--- config.mk ---
export PLATFORM = sky130hd
export DESIGN_NAME = pwm_tick_gen
export DESIGN_NICKNAME = d
export VERILOG_FILES = /design/src/rtl/pwm_tick_gen.sv
export SDC_FILE = /design/constraint.sdc
export NUM_CORES = 1
export LEC_CHECK = 0
export BUFFER_PORTS_ARGS = -buffer_cell sky130_fd_sc_hd__buf_2
export CAP_MARGIN = 20
export CORE_MARGIN = 8
export CORE_UTILIZATION = 55
export CTS_BUF_LIST = sky130_fd_sc_hd__clkbuf_8
export DETAILED_ROUTE_END_ITERATION = 6
export PLACE_DENSITY = 0.76
export SYNTH_ARGS = -nofsm -noshare
export SYNTH_HDL_FRONTEND = slang
export SYNTH_SLANG_ARGS = --single-unit
export TNS_END_PERCENT = 50
--- constraint.sdc ---
create_clock -name clk -period 3.7 [get_ports clk]
set_input_delay 0.555 -clock clk [delete_from_list [all_inputs] [get_ports clk]]
set_output_delay 0.555 -clock clk [all_outputs]
set_load 0.1 [all_outputs]
--- src/rtl/pwm_tick_gen.sv ---
module pwm_tick_gen #(
  parameter int NCH        = 4,
  parameter int CH_PER_PRE = 2,
  parameter int PRE_W      = 8,
  parameter int SEL_W      = 3,
  parameter int SEL_STRIDE = 4
) (
  input  logic                          clk,
  input  logic                          rst_n,
  input  logic [NCH/CH_PER_PRE*PRE_W-1:0] prescale_cfg,
  input  logic [NCH*SEL_STRIDE-1:0]     clksel_cfg,
  output logic [NCH-1:0]                tick
);
  localparam int NPRE  = NCH / CH_PER_PRE;
  localparam int DIV_W = 2 ** (SEL_W - 1);

  logic [NPRE-1:0] pre_hit;
  logic [NPRE-1:0] pair_restart;
  logic [NCH-1:0]  sel_chg;
  logic [NCH-1:0]  unused_rsv;

  for (genvar p = 0; p < NPRE; p++) begin : g_pair
    logic [PRE_W-1:0] pre_r;
    logic [PRE_W-1:0] cnt;
    wire  [PRE_W-1:0] byte_in = prescale_cfg[p*PRE_W +: PRE_W];

    assign pair_restart[p] = (byte_in != pre_r) | (|sel_chg[p*CH_PER_PRE +: CH_PER_PRE]);
    assign pre_hit[p]      = (cnt == pre_r);

    always_ff @(posedge clk or negedge rst_n) begin
      if (!rst_n) begin
        pre_r <= '0;
        cnt   <= '0;
      end else begin
        pre_r <= byte_in;
        cnt   <= (pair_restart[p] || pre_hit[p]) ? '0 : cnt + 1'b1;
      end
    end
  end

  for (genvar c = 0; c < NCH; c++) begin : g_ch
    localparam int P = c / CH_PER_PRE;
    logic [SEL_W-1:0] sel_r;
    logic [DIV_W-1:0] dcnt;
    logic [DIV_W-1:0] dlast;
    logic             t_r;
    wire  [SEL_W-1:0] sel_in = clksel_cfg[c*SEL_STRIDE +: SEL_W];

    assign unused_rsv[c] = ^clksel_cfg[c*SEL_STRIDE+SEL_W +: SEL_STRIDE-SEL_W];
    assign sel_chg[c]    = (sel_in != sel_r);
    assign dlast         = (int'(sel_r) < DIV_W) ? DIV_W'((2 << sel_r) - 1) : '0;
    assign tick[c]       = t_r;

    always_ff @(posedge clk or negedge rst_n) begin
      if (!rst_n) begin
        sel_r <= '0;
        dcnt  <= '0;
        t_r   <= 1'b0;
      end else begin
        sel_r <= sel_in;
        if (pair_restart[P]) begin
          dcnt <= '0;
          t_r  <= 1'b0;
        end else begin
          t_r <= pre_hit[P] && (dcnt == dlast);
          if (pre_hit[P])
            dcnt <= (dcnt == dlast) ? '0 : dcnt + 1'b1;
        end
      end
    end
  end
endmodule

==> run_results.csv, run 1 <==
group,metric,value,unit
outcome,status,"finished clean",
routing,vias,2271,
cells_and_area,nNetsFinal,369,
worst_setup_path,path_class,"reg -> reg",
global_route,global_route.usage.met1,0.1926,
synthesis,synth_area,0.003115,mm²
synthesis,yosysUniqueCellTypes,37,
clocking,cts_hold_buf,0,
timing,slew_viol_final,0,
synthesis,synth_fp_nets,332,
clocking,post_cts_buffers,0,
timing,rsz0062_at_grt,"no",
cells_and_area,final_common_cell,"dfrtp_1",
global_route,grt_max_degree,42,
floorplan,die_y,91.27,µm
synthesis,avgSynthCellArea,10.67,µm²
routing,postRouteAntennaNets,0,
clocking,clock_path_buffers,2,
global_route,grt_pass1_vias,2320,
synthesis,ys_seq_area_frac,0.5141,
global_route,grtUsageTotal,0.1530,
placement,dp_hpwl,4.225,mm
clocking,cts_tree,"done",
pwr,power_leakage,1.512,nW
worst_setup_path,critPathLaunchType,"flip-flop",
placement,numPortBuffers,33,
timing,fmax,472.8,MHz
routing,avgViaCountPerCell,5.594,
global_route,grt_pass1_wl,10.38,mm
timing,fin_skew,0.007924,ns
synthesis,synth-edff-count,0,
global_route,overflow,0,
floorplan,initial_core_util,0.5658,
placement,gp_congestion,0.8425,
run,maxCapViolCount,0,
worst_setup_path,crit_chain,"xor2_1, nor4_1, nand4_1, or2b_1, nor2_1",
pwr,peakVddDrop,0.0002588,V
cells_and_area,final_core_util,0.6496,
routing,drc,0,
worst_setup_path,slowest_delay,0.46,ns
worst_setup_path,reg2reg_from,"g_pair[1].pre_r[2]$_DFF_PN0_",
worst_setup_path,worstPathRequired,3.96,ns
routing,drt-initial-drc-count,83,
floorplan,core,0.005507,mm²
timing,period_share,0.5717,
cells_and_area,regArea,0.001602,mm²
clocking,cts.clk_slew.worst_paths,0.07,ns
worst_setup_path,r2r_end,"g_pair[1].cnt[2]$_DFF_PN0_",
global_route,use_met2,0.2304,
clocking,ctsHtreeMaxLevel,3,
cells_and_area,antennaDiodeCount,0,
pwr,total_power,0.001566,W
routing,drt_pass1_iterations,4,
floorplan,chipWidth,91.27,µm
clocking,clk_latency,0.34,ns
worst_setup_path,startpoint,"g_pair[1].pre_r[2]$_DFF_PN0_",
synthesis,yosys_warnings,0,
cells_and_area,mostFrequentLayoutCells,"dfrtp_1 (64), xor2_1 (41), buf_2 (33)",
floorplan,rows,27,
routing,wl,5.817,mm
pwr,power_density,437.7,mW/mm²
cells_and_area,fill_cells,448,
worst_setup_path,worstPathArrival,2.38,ns
synthesis,synth_seq_cells,64,
clocking,ctsResizeCount,0,
timing,setup_violations,0,
floorplan,die_area,0.008329,mm²
timing,worst_pin_slew,0.5054,ns
timing,relSlewSlack,0.6631,
global_route,grtUsageMet3,0.04280,
worst_setup_path,critPathCaptureType,"flip-flop",
floorplan,num_io_pins,38,
timing,tns,0,ns
worst_setup_path,ff2ff_setup_slack,1.58,ns
timing,post-route-min-period,2.115,ns
cells_and_area,area_growth,14.82,%
routing,wire_per_inst,14.33,µm
cells_and_area,drive_gt1_frac,0.1677,
worst_setup_path,crit_fanout,10,
clocking,cts.sinks,64,
worst_setup_path,reg2reg_depth,5,
global_route,antenna_found_initial,0,
cells_and_area,multi_input_area,0.001429,mm²
synthesis,syn-instance-count,292,
clocking,cts_buffers,9,
synthesis,ys.flop_type,"dfrtp_1",
clocking,cts-root-buf,"clkbuf_8",
synthesis,async_reset_ff_frac,1.000,
timing,finalHoldViolCount,0,
global_route,grt_busiest_layer,"met2",
hold_path,hp-class,"in -> async",
worst_setup_path,endpoint,"g_pair[1].cnt[2]$_DFF_PN0_",
worst_setup_path,cp_slowest_cell,"or2b_1",
## cell usage after synthesis, types with 4 or more instances
| library cell | n | share of area |
|---|---|---|
| nand3b_1 | 5 | 0.012 |
| nand2_1 | 12 | 0.014 |
| nor2_1 | 28 | 0.034 |
| ha_1 | 6 | 0.024 |
| xnor2_1 | 19 | 0.053 |
| nand4_1 | 6 | 0.012 |
| a21oi_1 | 16 | 0.026 |
| nor4_1 | 8 | 0.016 |
| dfrtp_1 | 64 | 0.51 |
| o211ai_1 | 4 | 0.0096 |
| buf_4 | 4 | 0.0096 |
| xor2_1 | 41 | 0.12 |
| a31oi_1 | 4 | 0.0080 |
| o21ai_0 | 8 | 0.013 |
| inv_1 | 8 | 0.0096 |
| nand3_1 | 18 | 0.029 |
## worst max-delay path, delay by kind of cell (launching register included)
kind | cells | cell delay (ns)
and+or+nand+nor | 4 | 1.49
DFF | 1 | 0.40
xor gates and xnor gates | 1 | 0.15
## state kept, by name, indices dropped and copies added, names as in the netlist
| signal | count |
|---|---|
| g_ch.t_r | 4 |
| g_ch.dcnt | 16 |
| g_pair.cnt | 16 |
| g_ch.sel_r | 12 |
| g_pair.pre_r | 16 |
## power breakdown
| part | total (W) | switching, W | internal, W |
|---|---|---|---|
| sequential | 0.000731 | 0.0000155 | 0.000715 |
| clock | 0.000752 | 0.000269 | 0.000483 |
| combinational | 0.0000836 | 0.0000460 | 0.0000376 |
| total | 0.00157 | 0.000330 | 0.00124 |
## per-stage QoR
stage	area [µm²]	setup slack, ns	std cells	hold slack (ns)
2_1_floorplan	3115	1.872	292	0.2594
3_3_place_gp	3323	1.306	390	0.5402
3_5_place_dp	3323	1.311	390	0.5430
4_1_cts	3577	1.594	406	0.1773
5_1_grt	3577	1.463	406	0.2212
6_report	3577	1.585	406	0.1665
## logic make-up after synthesis
| logic type | Yosys count | share of synthesized area |
|---|---|---|
| xor+xnor | 60 | 0.1687 |
| simple gates | 101 | 0.1751 |
| flops | 64 | 0.5141 |
| fa+ha+maj | 6 | 0.02410 |
| compound gates | 45 | 0.09077 |
| buf+inv | 16 | 0.02731 |
## layer usage
layer | wire (µm) | vias up | part of all wire
met2 | 2726 | 55 | 0.47
met5 | 0 | - | 0
met4 | 146 | 0 | 0.025
li1 | - | 1096 | -
met3 | 226 | 11 | 0.039
met1 | 2717 | 1109 | 0.47
## worst min-delay path by stage
stage	from	endpoint	slack (ns)	cells after the start
after global routing	rst_n	g_pair[0].cnt[1]$_DFF_PN0_	0.22	1
after CTS	rst_n	g_pair[0].pre_r[3]$_DFF_PN0_	0.18	1
final	rst_n	g_pair[0].pre_r[3]$_DFF_PN0_	0.17	1
after detailed placement	g_pair[1].cnt[0]$_DFF_PN0_	g_pair[1].cnt[0]$_DFF_PN0_	0.54	1
after floorplan	rst_n	g_ch[0].dcnt[0]$_DFFE_PN0N_	0.26	0
after global placement	g_pair[0].cnt[7]$_DFF_PN0_	g_pair[0].cnt[7]$_DFF_PN0_	0.54	2
## final cells by class
type | count | share of cell area
Inverter | 8 | 0.008395
Tap cell | 72 | 0.02518
Multi-Input combinational cell | 212 | 0.3994
Timing Repair Buffer | 34 | 0.04827
Sequential cell | 64 | 0.4477
Clock inverter | 5 | 0.02868
Clock buffer | 11 | 0.04232
Note: power is estimated with default switching activity, not from simulation.
==> run 2, diff against run 1 <==
--- a/config.mk
+++ b/config.mk
@@ -5,13 +5,14 @@
 export SDC_FILE = /design/constraint.sdc
 export NUM_CORES = 1
 export LEC_CHECK = 0
+export ABC_AREA = 1
 export BUFFER_PORTS_ARGS = -buffer_cell sky130_fd_sc_hd__buf_2
 export CAP_MARGIN = 20
 export CORE_MARGIN = 8
 export CORE_UTILIZATION = 55
 export CTS_BUF_LIST = sky130_fd_sc_hd__clkbuf_8
 export DETAILED_ROUTE_END_ITERATION = 6
-export PLACE_DENSITY = 0.76
+export PLACE_DENSITY = 0.78
 export SYNTH_ARGS = -nofsm -noshare
 export SYNTH_HDL_FRONTEND = slang
 export SYNTH_SLANG_ARGS = --single-unit
==> constraint.sdc (replaced) <==
create_clock -name clk -period 1.7 [get_ports clk]
set_input_delay 0.255 -clock clk [delete_from_list [all_inputs] [get_ports clk]]
set_output_delay 0.255 -clock clk [all_outputs]
set_load 0.1 [all_outputs]
==> run 2 against run 1 <==
Net effect:
- wire length rose by 15%
- sequential cell count unchanged
- area after synthesis rose by 16%
- critical path depth is 4 higher
- sequential power increased by 120%
- largest power group is now registers
==> run_results.csv, run 2 <==
group,metric,value,unit
outcome,status,"finished clean",
synthesis,synth_fp_nets,532,
synthesis,yosys_warnings,0,
synthesis,async_reset_ff_frac,1.000,
clocking,clk_latency,0.34,ns
pwr,peakVddDrop,0.0005744,V
cells_and_area,fill_cells,539,
worst_setup_path,critPathLaunchType,"flip-flop",
synthesis,synth_area,0.003626,mm²
routing,drt-initial-drc-count,107,
clocking,ctsHtreeMaxLevel,3,
global_route,antenna_found_initial,0,
global_route,grt_pass1_vias,2834,
worst_setup_path,crit_fanout,8,
routing,drc,0,
synthesis,avgSynthCellArea,7.370,µm²
timing,setup_violations,0,
routing,wl,6.714,mm
synthesis,synth_area_leaders,"dfrtp_1 (44%), nand2_1 (21%), inv_1 (8.7%)",
floorplan,die_area,0.009447,mm²
global_route,grt_pass1_wl,11.86,mm
synthesis,synth-edff-count,0,
worst_setup_path,worstPathArrival,1.78,ns
timing,fin_skew,0.004827,ns
floorplan,core,0.006350,mm²
routing,postRouteAntennaNets,0,
routing,avgViaCountPerCell,4.865,
pwr,power_leakage,2.248,nW
synthesis,yosysTopAreaCell,"dfrtp_1",
synthesis,yosysUniqueCellTypes,20,
routing,drt_pass1_iterations,4,
synthesis,synth_common_cells,"nand2_1 (200), inv_1 (84), dfrtp_1 (64), nor2_1 (42), nand3_1 (27)",
cells_and_area,mostFrequentLayoutCells,"nand2_1 (200), inv_1 (85), dfrtp_1 (64)",
routing,wire_per_inst,10.90,µm
synthesis,syn-instance-count,492,
timing,rsz0062_at_grt,"no",
worst_setup_path,critPathCaptureType,"flip-flop",
timing,tns,0,ns
timing,fmax,658.5,MHz
clocking,cts_tree,"done",
worst_setup_path,ff2ff_setup_slack,0.18,ns
floorplan,chipWidth,97.20,µm
timing,relSlewSlack,0.6754,
placement,place_area,0.003870,mm²
worst_setup_path,reg2reg_depth,9,
timing,post-route-min-period,1.519,ns
hold_path,hp-class,"in -> reg",
timing,period_share,0.8934,
cells_and_area,nNetsFinal,574,
synthesis,synth_seq_cells,64,
synthesis,synth_top_area_share,0.4417,
synthesis,synth.most_common_cell,"nand2_1",
timing,slew_viol_final,0,
cells_and_area,final_common_cell,"nand2_1",
synthesis,ys.flop_type,"dfrtp_1",
floorplan,die_y,97.20,µm
routing,vias,2997,
cells_and_area,top_regs,"g_ch.dcnt (16), g_pair.cnt (16), g_pair.pre_r (16)",
placement,numPortBuffers,33,
pwr,total_power,0.003058,W
clocking,ctsResizeCount,0,
clocking,clock_path_buffers,2,
clocking,cts.clk_slew.worst_paths,0.07,ns
global_route,grt_max_degree,65,
global_route,overflow,0,
cells_and_area,multi_input_area,0.001649,mm²
placement,gp_congestion,0.8041,
worst_setup_path,worstPathRequired,1.96,ns
cells_and_area,drive_gt1_frac,0.1299,
cells_and_area,regArea,0.001602,mm²
floorplan,rows,29,
clocking,cts-root-buf,"clkbuf_8",
timing,finalHoldViolCount,0,
timing,worst_pin_slew,0.4903,ns
floorplan,num_io_pins,38,
clocking,cts_buffers,9,
worst_setup_path,path_class,"reg -> reg",
clocking,cts.sinks,64,
run,maxCapViolCount,0,
hold_path,worst_hold_path.num_cells,1,
global_route,grtUsageTotal,0.1487,
pwr,power_density,752.4,mW/mm²
synthesis,ys_seq_area_frac,0.4417,
floorplan,initial_core_util,0.5710,
cells_and_area,final_area,0.004064,mm²
placement,dp_hpwl,4.970,mm
cells_and_area,area_growth,12.08,%
cells_and_area,antennaDiodeCount,0,
-- run 2: logic make-up after synthesis --
kind of cell | after synthesis | synth area share
AOI/OAI and AO/OA | 2 | 0.003105
xor gates and xnor gates | 24 | 0.05797
adders and majority gates | 6 | 0.02070
buffers and inverters | 92 | 0.1035
DFF | 64 | 0.4417
and+or+nand+nor | 304 | 0.3730
-- run 2: where the power goes --
part	switching, W	total [W]	internal, W
combinational	0.000156	0.000256	0.0000999
sequential	0.0000345	0.00159	0.00156
clock	0.000574	0.00121	0.000636
total	0.000765	0.00306	0.00229
-- run 2: final cells by class --
type | count | area share
Sequential cell | 64 | 0.3941
Multi-Input combinational cell | 336 | 0.4058
Tap cell | 77 | 0.02371
Clock buffer | 12 | 0.04064
Inverter | 86 | 0.07943
Timing Repair Buffer | 37 | 0.05172
Clock inverter | 4 | 0.004618
-- run 2: path summary, 6_finish.rpt --
kind / startpoint / end
setup / recovery: g_ch[0].sel_r[1]$_DFF_PN0_ / g_pair[0].cnt[4]$_DFF_PN0_
hold / removal: clksel_cfg[2] / g_ch[0].sel_r[2]$_DFF_PN0_
setup reg to reg: g_ch[0].sel_r[1]$_DFF_PN0_ / g_pair[0].cnt[4]$_DFF_PN0_
hold reg to reg: g_pair[0].cnt[0]$_DFF_PN0_ / g_pair[0].cnt[0]$_DFF_PN0_
max in group asynchronous: rst_n / g_ch[2].sel_r[0]$_DFF_PN0_
min in group asynchronous: rst_n / g_pair[1].pre_r[1]$_DFF_PN0_
-- run 2: layer usage --
layer  share of wire  track usage  vias up  routed length (µm)
met5               0            0        -                   0
met4           0.013      0.04852        0                  89
met3           0.043      0.04765        9                 286
met2            0.49       0.2531       48                3316
met1            0.45       0.1719     1381                3022
li1                -            -     1559                   -
-- run 2: critical path, stage by stage, from the launching register on --
cell,delay (ns)
dfrtp_1,0.44
inv_2,0.05
nand2_1,0.05
nand2_1,0.05
nor2_1,0.10
nand2_1,0.09
nor2_4,0.13
nand3_2,0.15
buf_4,0.21
nor3b_2,0.16
-- run 2: stage by stage --
step | util | instances | hold WS [ns] | worst slack, ns
after detailed placement | 0.6095 | 599 | 0.2970 | 0.1852
final | 0.6400 | 616 | 0.04836 | 0.1813
after floorplan | - | 492 | -0.04059 | 0.4032
after CTS | 0.6400 | 616 | 0.03074 | 0.1760
after global placement | 0.6095 | 599 | 0.3001 | 0.2271
after global routing | 0.6400 | 616 | 0.02917 | 0.01335
-- run 2: what timing repair did --
| action | in CTS | in global routing |
|---|---|---|
| setup buffers | 0 | 0 |
| hold buffers | 1 | 0 |
| endpoints found under the hold margin | 64 | 0 |
| endpoints found under the setup margin | 0 | 1 |
